**src/rtl/txcoll_pkg.sv**
```systemverilog
package txcoll_pkg;
  typedef enum logic {
    ST_IDLE = 1'b0,
    ST_BUSY = 1'b1
  } att_state_e;
endpackage

```
**src/rtl/txcoll_attempt.sv**
```systemverilog
module txcoll_attempt
  import txcoll_pkg::*;
(
  input  logic clk_i,
  input  logic rst_ni,
  input  logic tx_start_i,
  input  logic tx_done_i,
  input  logic abort_evt_i,
  output logic busy_o
);
  att_state_e state_q, state_d;

  always_comb begin
    state_d = state_q;
    if (tx_start_i) begin
      state_d = ST_BUSY;
    end else if (state_q == ST_BUSY && (tx_done_i || abort_evt_i)) begin
      state_d = ST_IDLE;
    end
  end

  always_ff @(posedge clk_i or negedge rst_ni) begin
    if (!rst_ni) state_q <= ST_IDLE;
    else         state_q <= state_d;
  end

  assign busy_o = (state_q == ST_BUSY);
endmodule

```
**src/rtl/txcoll_counter.sv**
```systemverilog
module txcoll_counter #(
  parameter int CNT_W = 4
) (
  input  logic             clk_i,
  input  logic             rst_ni,
  input  logic             tx_start_i,
  input  logic             coll_i,
  input  logic             xs_abort_i,
  input  logic             busy_i,
  output logic [CNT_W-1:0] cnt_o,
  output logic             abort_evt_o
);
  localparam logic [CNT_W-1:0] CNT_MAX = {CNT_W{1'b1}};

  logic [CNT_W-1:0] cnt_q, cnt_d;
  logic             cnt_en;
  logic             xs_hit;

  // Next collision beyond the largest representable count is the excessive one
  assign xs_hit      = busy_i && coll_i && (cnt_q == CNT_MAX);
  assign abort_evt_o = busy_i && (xs_abort_i || xs_hit);

  always_comb begin
    cnt_en = 1'b0;
    cnt_d  = cnt_q;
    if (tx_start_i) begin
      cnt_en = 1'b1;
      cnt_d  = '0;
    end else if (abort_evt_o) begin
      cnt_en = 1'b1;
      cnt_d  = '0;
    end else if (busy_i && coll_i && cnt_q != CNT_MAX) begin
      cnt_en = 1'b1;
      cnt_d  = cnt_q + CNT_W'(1);
    end
  end

  always_ff @(posedge clk_i or negedge rst_ni) begin
    if (!rst_ni)     cnt_q <= '0;
    else if (cnt_en) cnt_q <= cnt_d;
  end

  assign cnt_o = cnt_q;
endmodule

```
**src/rtl/txcoll_status.sv**
```systemverilog
module txcoll_status (
  input  logic clk_i,
  input  logic rst_ni,
  input  logic tx_start_i,
  input  logic coll_i,
  input  logic busy_i,
  input  logic abort_evt_i,
  output logic col_o,
  output logic abt_o
);
  logic col_q, col_d, abt_q, abt_d;

  always_comb begin
    col_d = col_q;
    abt_d = abt_q;
    if (tx_start_i) begin
      col_d = 1'b0;
      abt_d = 1'b0;
    end else if (busy_i) begin
      if (coll_i)      col_d = 1'b1;
      if (abort_evt_i) abt_d = 1'b1;
    end
  end

  always_ff @(posedge clk_i or negedge rst_ni) begin
    if (!rst_ni) begin
      col_q <= 1'b0;
      abt_q <= 1'b0;
    end else begin
      col_q <= col_d;
      abt_q <= abt_d;
    end
  end

  assign col_o = col_q;
  assign abt_o = abt_q;
endmodule

```
**src/rtl/txcoll_tally.sv**
```systemverilog
module txcoll_tally #(
  parameter int CNT_W = 4,
  parameter int REG_W = 8
) (
  input  logic             clk_i,
  input  logic             rst_ni,
  input  logic             tx_start_i,
  input  logic             coll_i,
  input  logic             tx_done_i,
  input  logic             xs_abort_i,
  output logic [REG_W-1:0] count_o,
  output logic             col_seen_o,
  output logic             aborted_o
);
  localparam int PAD_W = REG_W - CNT_W;

  logic             attempt_busy;
  logic             abort_evt;
  logic [CNT_W-1:0] cnt;

  txcoll_attempt u_attempt (
    .clk_i      (clk_i),
    .rst_ni     (rst_ni),
    .tx_start_i (tx_start_i),
    .tx_done_i  (tx_done_i),
    .abort_evt_i(abort_evt),
    .busy_o     (attempt_busy)
  );

  txcoll_counter #(.CNT_W(CNT_W)) u_counter (
    .clk_i      (clk_i),
    .rst_ni     (rst_ni),
    .tx_start_i (tx_start_i),
    .coll_i     (coll_i),
    .xs_abort_i (xs_abort_i),
    .busy_i     (attempt_busy),
    .cnt_o      (cnt),
    .abort_evt_o(abort_evt)
  );

  txcoll_status u_status (
    .clk_i      (clk_i),
    .rst_ni     (rst_ni),
    .tx_start_i (tx_start_i),
    .coll_i     (coll_i),
    .busy_i     (attempt_busy),
    .abort_evt_i(abort_evt),
    .col_o      (col_seen_o),
    .abt_o      (aborted_o)
  );

  generate
    if (PAD_W > 0) begin : g_pad
      assign count_o = {{PAD_W{1'b0}}, cnt};
    end else begin : g_nopad
      assign count_o = cnt;
    end
  endgenerate
endmodule

```
**config.mk**
```make
export PLATFORM = sky130hd
export DESIGN_NAME = txcoll_tally
export DESIGN_NICKNAME = d
export VERILOG_FILES = /design/src/rtl/txcoll_pkg.sv /design/src/rtl/txcoll_attempt.sv /design/src/rtl/txcoll_counter.sv /design/src/rtl/txcoll_status.sv /design/src/rtl/txcoll_tally.sv
export SDC_FILE = /design/constraint.sdc
export NUM_CORES = 1
export LEC_CHECK = 0
export ABC_CLOCK_PERIOD_IN_PS = 1400
export BUFFER_PORTS_ARGS = -buffer_cell sky130_fd_sc_hd__buf_2
export CAP_MARGIN = 10
export CORE_AREA = 2 2 39 41
export DETAILED_ROUTE_END_ITERATION = 10
export DIE_AREA = 0 0 41 43
export HOLD_SLACK_MARGIN = 0.03
export PLACE_DENSITY = 0.61
export SLEW_MARGIN = 20
export SYNTH_ARGS = -nofsm -noshare
export SYNTH_HDL_FRONTEND = slang
export SYNTH_SLANG_ARGS = --single-unit
```
**constraint.sdc**
```tcl
create_clock -name clk_i -period 1.4 [get_ports clk_i]
set_input_delay 0.14 -clock clk_i [delete_from_list [all_inputs] [get_ports clk_i]]
set_output_delay 0.14 -clock clk_i [all_outputs]
set_load 0.02 [all_outputs]
```
==> summary.md <==
| Metric | Value |
|---|---|
| DP Wirelength | 578.8 µm |
| Met1 Use GR | 15.46% |
| Vias in the first global route | 298 |
| PortBufs | 11 |
| Slowest Stage Delay on Critical Path | 0.42 ns |
| Worst-path clk slew | 0.06 ns |
| Crit path required time | 1.58 ns |
| Die ar. | 0.001763 mm² |
| Syn_area_per_cell | 10.01 µm² |
| Area of the mapped netlist | 370.4 µm² |
| Hold path cells | 2 |
| Worst path depth | 4 |
| Die Span Y | 43 µm |
| Delay-heaviest family, CP | simple AND/OR/NAND/NOR gates |
| Max Root-Sink Buffers | 2 |
| GR Overflow Total | 0 |
| Setup repair bufs after CTS | 0 |
| Die X | 41 µm |
| Initial core utilization | 26.76% |
| Critical path's slowest cell | dfrtp_2 |
| Critical Path Start Type | register |
| Worst Hold Slack | 0.08027 ns |
| Reg area | 177.7 µm² |
| H-tree levels | 1 |
| DRT Pass-1 Iters | 4 |
| Routing usage on met2 | 13.75% |
| Seq/Total Area, Yosys | 47.30% |
| Cell breakdown of the critical path | ha_4, and3_4, or3_1, a21oi_2 |
| Post-Route WL | 777 µm |
| Global-route wire length before repair | 1290 µm |
| Leakage | 0.2370 nW |
| Largest fanout on the critical path | 5 |
| Pre-CTS WS | 0.04673 ns |
| Vias per inst | 4.771 |
| Synthesized flop and latch total | 7 |
| Slew Viols, Final | 0 |
| Status | complete, no violations |
| Layer with the highest usage | met1 |
| Worst r2r path cells | 4 |
| Reg2reg setup slack | 0.07 ns |
| Synth warnings | 0 |
| Antenna cells | 0 |
| Share of post-route cells with drive strength above 1 | 42.59% |
| Clk_lat worst skew | 0.25 ns |
| Worst setup margin | 0.07114 ns |
| DR DRC count | 0 |
| Via count of the routed design | 334 |
| HP Start | tx_start_i |
| Yosys cell types | 21 |
| Largest net degree at the start of global routing | 8 |
| R2R Path Start | u_counter.cnt_o[0]$_DFFE_PN0P_ |
| Worst Setup SP | u_counter.cnt_o[0]$_DFFE_PN0P_ |
| Final core utilization | 36.62% |
| Detail Route Antenna Nets | 0 |
| Final hold violations | 0 |
| Final worst path period share | 94.92% |
| Core footprint | 0.001384 mm² |
| Total GRT Usage | 11.43% |
| Num CTS Buffers | 3 |
| DR iter-0 viols | 14 |
| Area of the multi-input gates | 202.7 µm² |
| CP bufs+invs | 0 |
| Final setup fails | 0 |
| Total Neg Setup Slack | 0 ns |
| Shortest period the worst path allows | 1.329 ns |
| Core Rows | 14 |
| Initial antenna violation count | 0 |
| Fin Clk Skew | 0.0009855 ns |
| Hold/Removal Path Class | in -> reg |
| Clock sink count | 7 |
| DR WL/cell | 11.10 µm |
| # IOs | 16 |
| Max Cap Viol | 0 |
| Final #Nets | 62 |
| Met3 Use GR | 3.665% |
| Crit path arrival time | 1.51 ns |
| Filler cell count in the final layout | 152 |
| Cell Pwr Density | 940.7 mW/mm² |
| CTS tree | done |
| Crit. End Element | register |
| Peak supply drop | 0.0005264 V |
| Achievable clock frequency | 752.5 MHz |
| GP Congestion | 0.7223 |
| RSZ-0062 raised after global routing | no |
| Crit path kind | reg -> reg |
| Cell count after synthesis | 37 |
| CTS Root Cell | clkbuf_4 |
| Synth-to-layout area growth | 36.82% |
-- worst reg2reg max path, cell delays in order, from the launching register on --
cell and delay (ns):
dfrtp_2 0.42, ha_4 0.18, and3_4 0.19, or3_1 0.36, a21oi_2 0.12
-- state kept, by name, indices dropped and copies added (netlist names) --
register          cells
u_attempt.busy_o      1
u_counter.cnt_o       4
u_status.col_o        1
u_status.abt_o        1
-- cells in the mapped netlist --
cell type	n	area share [%]
or3_1	1	1.7
a41oi_1	1	2.4
a21oi_1	4	5.4
nor3_1	1	1.4
o21bai_1	1	2.0
nand2_1	1	1.0
nor2_1	3	3.0
and2_1	1	1.7
a41o_1	1	2.7
nand3b_1	1	2.0
nand2b_1	1	1.7
conb_1	1	1.0
a211oi_1	2	4.1
nor3b_1	1	2.0
o21ai_0	2	2.7
buf_4	4	8.1
and3_4	1	3.0
ha_1	1	3.4
nand3_1	1	1.4
dfrtp_1	7	47
a21o_1	1	2.0
-- final timing paths --
kind | to
min reg2reg | u_status.col_o$_DFFE_PN0P_
max in group asynchronous | u_counter.cnt_o[0]$_DFFE_PN0P_
min in group asynchronous | u_status.abt_o$_DFFE_PN0P_
max | u_counter.cnt_o[0]$_DFFE_PN0P_
max reg2reg | u_counter.cnt_o[0]$_DFFE_PN0P_
min | u_status.abt_o$_DFFE_PN0P_
-- routing by layer --
metal | up-vias | wire length [µm] | part of all wire, %
li1 | 160 | - | -
met1 | 151 | 364 | 47
met3 | 4 | 78 | 10
met4 | 0 | 21 | 2.7
met2 | 19 | 313 | 40
met5 | - | 0 | 0
-- cell families after synthesis --
kind of cell	after synthesis	synth area share [%]
other cells	1	1.013
flops	7	47.30
buf+inv	4	8.108
simple gates	12	18.92
fa+ha+maj	1	3.378
compound gates	12	21.28
-- cell type report --
type / instances / area share [%]
multi-input combinational: 29 / 40.00
sequential: 7 / 35.06
timing repair buffer: 14 / 15.80
clock buffer: 4 / 5.185
tap: 16 / 3.951
-- metrics by stage --
step	power, mW	std cells	area (µm²)
floorplan	0.2672	40	386.6
global placement	0.2857	65	446.7
detailed placement	0.2852	65	446.7
CTS	0.4793	70	483.0
global route	0.5082	70	506.7
finish	0.4767	70	506.7
-- report_power, final --
| group | switching [mW] | internal, mW | leakage, nW | total, mW |
|---|---|---|---|---|
| clock network | 0.0804 | 0.109 | 0.0150 | 0.190 |
| registers | 0.00660 | 0.211 | 0.0895 | 0.218 |
| logic | 0.0441 | 0.0253 | 0.132 | 0.0694 |
-- repair_timing --
item	4_1_cts	5_1_grt
setup endpoints to repair	0	3
hold buffers	1	0
endpoints found under the hold margin	7	0
resized for setup	0	4
-- placed cells by master (no fill, tap or decap), types with 2 or more instances in the layout --
| cell | netlist | final |
|---|---|---|
| a211oi_2 | 0 | 2 |
| a21oi_1 | 4 | 3 |
| buf_2 | 0 | 11 |
| buf_4 | 4 | 2 |
| clkbuf_4 | 0 | 3 |
| conb_1 | 1 | 4 |
| dfrtp_1 | 7 | 5 |
| dfrtp_2 | 0 | 2 |
| nor2_1 | 3 | 3 |
| o21ai_0 | 2 | 2 |
No activity file was read; power rests on OpenSTA's default activity.
